<file path="src/rtl/tick_pkg.sv">
package tick_pkg;

    // Word index of each register on the bus
    typedef enum logic [1:0] {
        REG_CTRL = 2'd0,
        REG_LOAD = 2'd1,
        REG_CUR  = 2'd2,
        REG_CAL  = 2'd3
    } reg_sel_e;

    // Bit positions inside the control/status word
    localparam int BIT_EN    = 0;
    localparam int BIT_IE    = 1;
    localparam int BIT_SRC   = 2;
    localparam int BIT_FLAG  = 16;
    // Bit positions inside the calibration word
    localparam int BIT_SKEW  = 30;
    localparam int BIT_NOREF = 31;

    localparam int BUS_W = 32;

    typedef struct packed {
        logic src;   // 1: core clock, 0: divided reference strobe
        logic ie;    // interrupt enable
        logic en;    // counter enable
    } ctrl_t;

endpackage

</file>
<file path="src/rtl/tick_prescale.sv">
module tick_prescale #(
    parameter int DIV_LOG2 = 3
) (
    input  logic clk,
    input  logic rst_n,
    input  logic clr,
    input  logic adv,
    output logic tick
);

    typedef struct packed {
        logic [DIV_LOG2-1:0] pre;
    } pre_st_t;

    pre_st_t st_d, st_q;

    always_comb begin
        st_d = st_q;
        if (clr) begin
            st_d.pre = '0;
        end else if (adv) begin
            st_d.pre = st_q.pre + 1'b1;
        end
    end

    always_ff @(posedge clk or negedge rst_n) begin
        if (!rst_n) begin
            st_q <= '0;
        end else begin
            st_q <= st_d;
        end
    end

    // A tick leaves on the strobe that wraps the divider
    assign tick = adv && (&st_q.pre);

    AST_PRE_FROZEN: assert property (@(posedge clk) disable iff (!rst_n)
        (!adv && !clr) |=> $stable(st_q.pre));

    AST_PRE_RESTART: assert property (@(posedge clk) disable iff (!rst_n)
        clr |=> (st_q.pre == '0));

endmodule

</file>
<file path="src/rtl/tick_core.sv">
module tick_core #(
    parameter int CNT_W = 24
) (
    input  logic             clk,
    input  logic             rst_n,
    input  logic             tick,
    input  logic             cur_wr,
    input  logic             flag_rd_clr,
    input  logic             ie,
    input  logic [CNT_W-1:0] reload,
    output logic [CNT_W-1:0] cur,
    output logic             flag,
    output logic             irq
);

    typedef struct packed {
        logic [CNT_W-1:0] cur;
        logic             flag;
        logic             irq;
    } core_st_t;

    core_st_t st_d, st_q;
    logic     at_one;
    logic     at_zero;
    logic     hit_zero;

    assign at_one   = (st_q.cur == CNT_W'(1));
    assign at_zero  = (st_q.cur == '0);
    assign hit_zero = tick && at_one;

    always_comb begin
        st_d     = st_q;
        st_d.irq = 1'b0;
        if (cur_wr) begin
            st_d.cur  = '0;
            st_d.flag = 1'b0;
        end else begin
            if (tick) begin
                if (at_zero) begin
                    st_d.cur = reload;
                end else begin
                    st_d.cur = st_q.cur - 1'b1;
                end
            end
            if (hit_zero) begin
                st_d.flag = 1'b1;
                st_d.irq  = ie;
            end else if (flag_rd_clr) begin
                st_d.flag = 1'b0;
            end
        end
    end

    always_ff @(posedge clk or negedge rst_n) begin
        if (!rst_n) begin
            st_q <= '0;
        end else begin
            st_q <= st_d;
        end
    end

    assign cur  = st_q.cur;
    assign flag = st_q.flag;
    assign irq  = st_q.irq;

    AST_STEP_DOWN: assert property (@(posedge clk) disable iff (!rst_n)
        (tick && !cur_wr && !at_zero) |=> (st_q.cur == $past(st_q.cur) - 1'b1));

    AST_IDLE_HOLD: assert property (@(posedge clk) disable iff (!rst_n)
        (!tick && !cur_wr) |=> $stable(st_q.cur));

    AST_ZERO_RELOAD: assert property (@(posedge clk) disable iff (!rst_n)
        (tick && !cur_wr && at_zero) |=> (st_q.cur == $past(reload)));

    AST_FLAG_STICKS: assert property (@(posedge clk) disable iff (!rst_n)
        (tick && !cur_wr && at_one) |=> st_q.flag);

    AST_FLAG_READ_CLEARS: assert property (@(posedge clk) disable iff (!rst_n)
        (flag_rd_clr && !hit_zero) |=> !st_q.flag);

    AST_CUR_WRITE_CLEARS: assert property (@(posedge clk) disable iff (!rst_n)
        cur_wr |=> (st_q.cur == '0 && !st_q.flag));

    AST_IRQ_ONE_CYCLE: assert property (@(posedge clk) disable iff (!rst_n)
        st_q.irq |=> !st_q.irq);

    AST_IRQ_MASKED: assert property (@(posedge clk) disable iff (!rst_n)
        !ie |=> !st_q.irq);

endmodule

</file>
<file path="src/rtl/tick_regs.sv">
module tick_regs
    import tick_pkg::*;
#(
    parameter int               CNT_W     = 24,
    parameter logic [CNT_W-1:0] CAL_TENMS = CNT_W'(89999),
    parameter logic             CAL_SKEW  = 1'b1,
    parameter logic             CAL_NOREF = 1'b0
) (
    input  logic             clk,
    input  logic             rst_n,
    input  logic             bus_sel,
    input  logic             bus_we,
    input  logic [1:0]       bus_addr,
    input  logic [BUS_W-1:0] bus_wdata,
    input  logic [CNT_W-1:0] cur_val,
    input  logic             flag_val,
    output ctrl_t            ctrl,
    output logic [CNT_W-1:0] reload,
    output logic             cur_wr,
    output logic             ctrl_rd,
    output logic [BUS_W-1:0] rdata
);

    localparam int PAD_W = BUS_W - CNT_W;

    typedef struct packed {
        ctrl_t            ctrl;
        logic [CNT_W-1:0] reload;
        logic [BUS_W-1:0] rdata;
    } reg_st_t;

    reg_st_t          st_d, st_q;
    reg_sel_e         sel;
    logic             rd_req;
    logic             wr_req;
    logic [BUS_W-1:0] rd_word;
    logic [BUS_W-1:0] cal_word;
    logic             wdata_unused;

    assign sel    = reg_sel_e'(bus_addr);
    assign rd_req = bus_sel && !bus_we;
    assign wr_req = bus_sel && bus_we;

    assign wdata_unused = ^bus_wdata[BUS_W-1:CNT_W];

    always_comb begin
        cal_word                           = '0;
        cal_word[CNT_W-1:0]                = CAL_TENMS;
        cal_word[BIT_SKEW]                 = CAL_SKEW;
        cal_word[BIT_NOREF]                = CAL_NOREF;
    end

    always_comb begin
        rd_word = '0;
        case (sel)
            REG_CTRL: begin
                rd_word[BIT_EN]   = st_q.ctrl.en;
                rd_word[BIT_IE]   = st_q.ctrl.ie;
                rd_word[BIT_SRC]  = st_q.ctrl.src;
                rd_word[BIT_FLAG] = flag_val;
            end
            REG_LOAD: rd_word = {{PAD_W{1'b0}}, st_q.reload};
            REG_CUR:  rd_word = {{PAD_W{1'b0}}, cur_val};
            default:  rd_word = cal_word;
        endcase
    end

    always_comb begin
        st_d = st_q;
        if (rd_req) begin
            st_d.rdata = rd_word;
        end
        if (wr_req) begin
            case (sel)
                REG_CTRL: begin
                    st_d.ctrl.en  = bus_wdata[BIT_EN];
                    st_d.ctrl.ie  = bus_wdata[BIT_IE];
                    st_d.ctrl.src = bus_wdata[BIT_SRC];
                end
                REG_LOAD: st_d.reload = bus_wdata[CNT_W-1:0];
                default: ;
            endcase
        end
    end

    always_ff @(posedge clk or negedge rst_n) begin
        if (!rst_n) begin
            st_q <= '0;
        end else begin
            st_q <= st_d;
        end
    end

    assign ctrl    = st_q.ctrl;
    assign reload  = st_q.reload;
    assign rdata   = st_q.rdata;
    assign cur_wr  = wr_req && (sel == REG_CUR);
    assign ctrl_rd = rd_req && (sel == REG_CTRL);

    AST_CAL_GAP_ZERO: assert property (@(posedge clk) disable iff (!rst_n)
        (rd_req && sel == REG_CAL) |=> (st_q.rdata[BIT_SKEW-1:CNT_W] == '0));

    AST_CTRL_GAP_ZERO: assert property (@(posedge clk) disable iff (!rst_n)
        (rd_req && sel == REG_CTRL)
        |=> (st_q.rdata[BIT_FLAG-1:BIT_SRC+1] == '0 && st_q.rdata[BUS_W-1:BIT_FLAG+1] == '0));

    AST_RDATA_HOLD: assert property (@(posedge clk) disable iff (!rst_n)
        !rd_req |=> $stable(st_q.rdata));

    AST_CTRL_WRITE: assert property (@(posedge clk) disable iff (!rst_n)
        (wr_req && sel == REG_CTRL) |=> (st_q.ctrl.en == $past(bus_wdata[BIT_EN])));

endmodule

</file>
<file path="src/rtl/tick_timer_top.sv">
module tick_timer_top
    import tick_pkg::*;
#(
    parameter int               CNT_W     = 24,
    parameter int               DIV_LOG2  = 3,
    parameter logic [CNT_W-1:0] CAL_TENMS = CNT_W'(89999),
    parameter logic             CAL_SKEW  = 1'b1,
    parameter logic             CAL_NOREF = 1'b0
) (
    input  logic        clk,
    input  logic        rst_n,
    input  logic        bus_sel,
    input  logic        bus_we,
    input  logic [1:0]  bus_addr,
    input  logic [31:0] bus_wdata,
    output logic [31:0] bus_rdata,
    input  logic        ref_stb,
    input  logic        dbg_halt,
    output logic        irq
);

    ctrl_t            ctrl;
    logic [CNT_W-1:0] reload;
    logic [CNT_W-1:0] cur;
    logic             flag;
    logic             cur_wr;
    logic             ctrl_rd;
    logic             run;
    logic             pre_clr;
    logic             pre_adv;
    logic             pre_tick;
    logic             tick;

    assign run     = ctrl.en && !dbg_halt;
    assign pre_clr = !ctrl.en || ctrl.src;
    assign pre_adv = run && !ctrl.src && ref_stb;
    assign tick    = ctrl.src ? run : pre_tick;

    tick_regs #(
        .CNT_W     (CNT_W),
        .CAL_TENMS (CAL_TENMS),
        .CAL_SKEW  (CAL_SKEW),
        .CAL_NOREF (CAL_NOREF)
    ) i_regs (
        .clk       (clk),
        .rst_n     (rst_n),
        .bus_sel   (bus_sel),
        .bus_we    (bus_we),
        .bus_addr  (bus_addr),
        .bus_wdata (bus_wdata),
        .cur_val   (cur),
        .flag_val  (flag),
        .ctrl      (ctrl),
        .reload    (reload),
        .cur_wr    (cur_wr),
        .ctrl_rd   (ctrl_rd),
        .rdata     (bus_rdata)
    );

    tick_prescale #(
        .DIV_LOG2 (DIV_LOG2)
    ) i_prescale (
        .clk   (clk),
        .rst_n (rst_n),
        .clr   (pre_clr),
        .adv   (pre_adv),
        .tick  (pre_tick)
    );

    tick_core #(
        .CNT_W (CNT_W)
    ) i_core (
        .clk         (clk),
        .rst_n       (rst_n),
        .tick        (tick),
        .cur_wr      (cur_wr),
        .flag_rd_clr (ctrl_rd),
        .ie          (ctrl.ie),
        .reload      (reload),
        .cur         (cur),
        .flag        (flag),
        .irq         (irq)
    );

    AST_HALT_NO_TICK: assert property (@(posedge clk) disable iff (!rst_n)
        dbg_halt |-> !tick);

    AST_DISABLED_NO_TICK: assert property (@(posedge clk) disable iff (!rst_n)
        !ctrl.en |-> !tick);

endmodule

</file>
<file path="config.mk">
export PLATFORM = sky130hd
export DESIGN_NAME = tick_timer_top
export DESIGN_NICKNAME = d
export VERILOG_FILES = /design/src/rtl/tick_pkg.sv /design/src/rtl/tick_prescale.sv /design/src/rtl/tick_core.sv /design/src/rtl/tick_regs.sv /design/src/rtl/tick_timer_top.sv
export SDC_FILE = /design/constraint.sdc
export NUM_CORES = 1
export LEC_CHECK = 0
export ABC_AREA = 1
export BUFFER_PORTS_ARGS = -buffer_cell sky130_fd_sc_hd__buf_2
export CAP_MARGIN = 30
export CORE_MARGIN = 3
export CORE_UTILIZATION = 35
export DETAILED_ROUTE_END_ITERATION = 12
export SLEW_MARGIN = 5
export SYNTH_ARGS = -nofsm -noshare
export SYNTH_HDL_FRONTEND = slang
export SYNTH_SLANG_ARGS = --single-unit
</file>
<file path="constraint.sdc">
create_clock -name clk -period 4.3 [get_ports clk]
set_input_delay 0.86 -clock clk [delete_from_list [all_inputs] [get_ports clk]]
set_output_delay 0.86 -clock clk [all_outputs]
set_load 0.005 [all_outputs]
</file>
==> results.cfg <==
[setup_path]
cp.arrival_ns = 2.61
critPathCaptureType = register
crit_fanout = 24
crit_type = input pin to register
required_ns = 4.57
startpoint_type = input pin

[clocking]
cts_buffer_depth = 2
cts_setup_buffers = 0
ctsHoldBuffers = 0
htree_levels = 3
cts_sinks = 81
clk_latency_ns = 0.35
cts_made_buffers = 9
clkTransAtPathRegs_ns = 0.06
ctsResizeCount = 0
cts_tree = done
cts_root_buf = clkbuf_16

[final_layout]
fin_util_pct = 42.21
drive_gt1_share_pct = 17.41
stdcell_area_mm2 = 0.005176
layout.nets = 689
n_antenna_cell = 0
area_growth_pct = 15.59
instances_no_fill = 817

[power_and_ir_drop]
p_per_area_mw_per_mm2 = 665.0
p_leak_nw = 2.698
vdd_ir_drop_max_v = 0.0002455
p_total_mw = 3.442

[place]
placedInstanceArea_mm2 = 0.004878
post-place-cells = 801
io_buffers = 57
dpl.hpwl_um = 7816
preCtsSetupSlack_ns = 1.601
place_congestion = 0.8498

[timing]
fmax_mhz = 428.3
slew_headroom_pct = 49.77
finalCritPeriodShare_pct = 54.30
slew_violations = 0
rsz0062_at_grt = false
holdWs_ns = 0.4724
fin_ws_ns = 1.965
fin_tns_setup_ns = 0
finalSetupViolations = 0
fin_crit_ns = 2.335
hold_viol_final = 0
worstMarginPinSlew_ns = 0.7526
fin_skew_ns = 0.006621

[global_route]
grt_remaining_overflow = 0
grt_max_degree = 46
grt_use_total_pct = 16.43
grt_pass1_wl_um = 18780
antenna_found_initial = 0
first_global_vias = 3821

[die]
rows = 40
die_x_um = 119.1
die_h_um = 119.1
core_mm2 = 0.01226
dieArea_mm2 = 0.01419
ioPinCount = 73
initial_core_util_pct = 36.52

[synthesis]
ys_seq_elements = 81
synth_top_area_cell = dfrtp_1
syn_avg_cell_area_um2 = 7.526
ys_warn_count = 0
yosysTopAreaCellShare_pct = 45.26
yosysSeqAreaShare_pct = 45.26
synth_cell_types = 33
syn-cell-area_mm2 = 0.004478
synthTopCellsByArea = dfrtp_1 (45%), nand2_1 (15%), nor2_1 (6.8%), inv_1 (4.2%), nand3_1 (4.0%)
synth_cells = 595

[drt]
drc = 0
via_count = 3930
drt_first_iter_violations = 264
viasPerCell = 4.810
ant_nets = 0
detail_route.first_pass.iterations = 5
wl_um = 10970
routedWlPerCell_um = 13.42

[run_status]
status = finished clean

[hold_path]
holdCritPathClass = input pin to asynchronous set/reset pin

[run]
drv_cap = 0
cell families after synthesis:
kind of cell             share of synthesized area (%)
buffers and inverters                            8.438
AND/OR/NAND/NOR                                  32.44
XOR/XNOR                                         1.174
AO/OA/AOI/OAI                                    8.690
multiplexers                                     2.515
adder cells (fa/ha/maj)                          1.397
flip-flops                                       45.26
other                                          0.08374
final timing paths:
kind                                               from                           end  slack, ns  cells after the start
setup reg to reg              i_core.cur[0]$_DFFE_PN0P_    i_core.cur[23]$_DFFE_PN0P_       2.23                     10
hold / removal                                    rst_n  i_regs.reload[9]$_DFFE_PN0P_       0.47                      1
hold reg to reg            i_regs.rdata[13]$_DFFE_PN0P_  i_regs.rdata[13]$_DFFE_PN0P_       0.48                      2
max in group asynchronous                         rst_n  i_regs.rdata[15]$_DFFE_PN0P_       3.22                      2
min in group clk           i_regs.rdata[13]$_DFFE_PN0P_  i_regs.rdata[13]$_DFFE_PN0P_       0.48                      2
setup / recovery                            bus_addr[0]     i_core.cur[2]$_DFFE_PN0P_       1.97                      9
critical path: stages:
cell and delay (ns):
buf_2 0.29, inv_1 0.10, nand2_1 0.42, nor2_1 0.11, inv_1 0.15, nand3_1 0.11
inv_2 0.36, nand2_1 0.11, o21ai_1 0.10
layer usage:
layer / share of wire [%] / vias up / wire [um] / global-route usage, %
li1: - / 1990 / - / -
met1: 50 / 1824 / 5451 / 22.56
met2: 44 / 99 / 4839 / 24.97
met3: 3.9 / 17 / 430 / 3.134
met4: 2.2 / 0 / 244 / 7.748
met5: 0 / - / 0 / 0
synth_stat cells:
| cell | number |
|---|---|
| nand2_1 | 183 |
| dfrtp_1 | 81 |
| nor2_1 | 81 |
| inv_1 | 50 |
| nand3_1 | 36 |
| o21ai_0 | 27 |
| a21oi_1 | 22 |
| nor2_2 | 19 |
| o22ai_1 | 12 |
| buf_4 | 10 |
| clkbuf_1 | 10 |
| mux2_2 | 10 |
| nand4_1 | 9 |
| ha_1 | 5 |
| buf_2 | 4 |
| buf_6 | 4 |
| nand3b_1 | 4 |
| a41oi_1 | 3 |
| nand2_2 | 3 |
| xnor2_1 | 3 |
| xor2_1 | 3 |
| a22o_1 | 2 |
| inv_2 | 2 |
| nor3_1 | 2 |
| o21ai_1 | 2 |
| a31oi_1 | 1 |
| and2_1 | 1 |
| clkbuf_2 | 1 |
| conb_1 | 1 |
| nand2_4 | 1 |
| nand3_2 | 1 |
| nor2_8 | 1 |
| o22a_1 | 1 |
state kept, by name, indices dropped and copies added (netlist names):
name / count
i_regs.rdata: 25
i_regs.reload: 24
i_core.flag: 1
i_core.irq: 1
i_core.cur: 24
i_prescale.st_q: 3
i_regs.ctrl: 3
cells in the final DEF, fill, tap and decap left out, drive strengths merged:
cell      count
xnor2         3
a41oi         3
a22o          2
o22ai        12
o22a          1
buf          61
nor2        101
nand4         9
ha            5
inv          52
bufinv        1
a21oi        22
clkinvlp      2
mux2         10
nand2       187
nand3        37
a31oi         1
clkinv        2
conb          7
clkbuf       11
o21ai        29
dfrtp        81
xor2          3
nand3b        4
and2          1
nor3          2
where the power goes:
| part | internal [mW] | switching, mW | leakage, nW |
|---|---|---|---|
| Combinational | 0.553 | 0.970 | 1.54 |
| Clock | 0.463 | 0.313 | 0.142 |
| Sequential | 0.943 | 0.200 | 1.02 |
final cells by class:
| class | count | area [um^2] |
|---|---|---|
| clock buffer | 11 | 242.7 |
| clock inverter | 5 | 55.05 |
| sequential | 81 | 2027 |
| inverter | 52 | 195.2 |
| tap | 168 | 210.2 |
| fill | 1242 | 7086 |
| multi-input combinational | 439 | 2096 |
| timing repair buffer | 61 | 350.3 |
No activity file was read; power rests on OpenSTA's default activity.
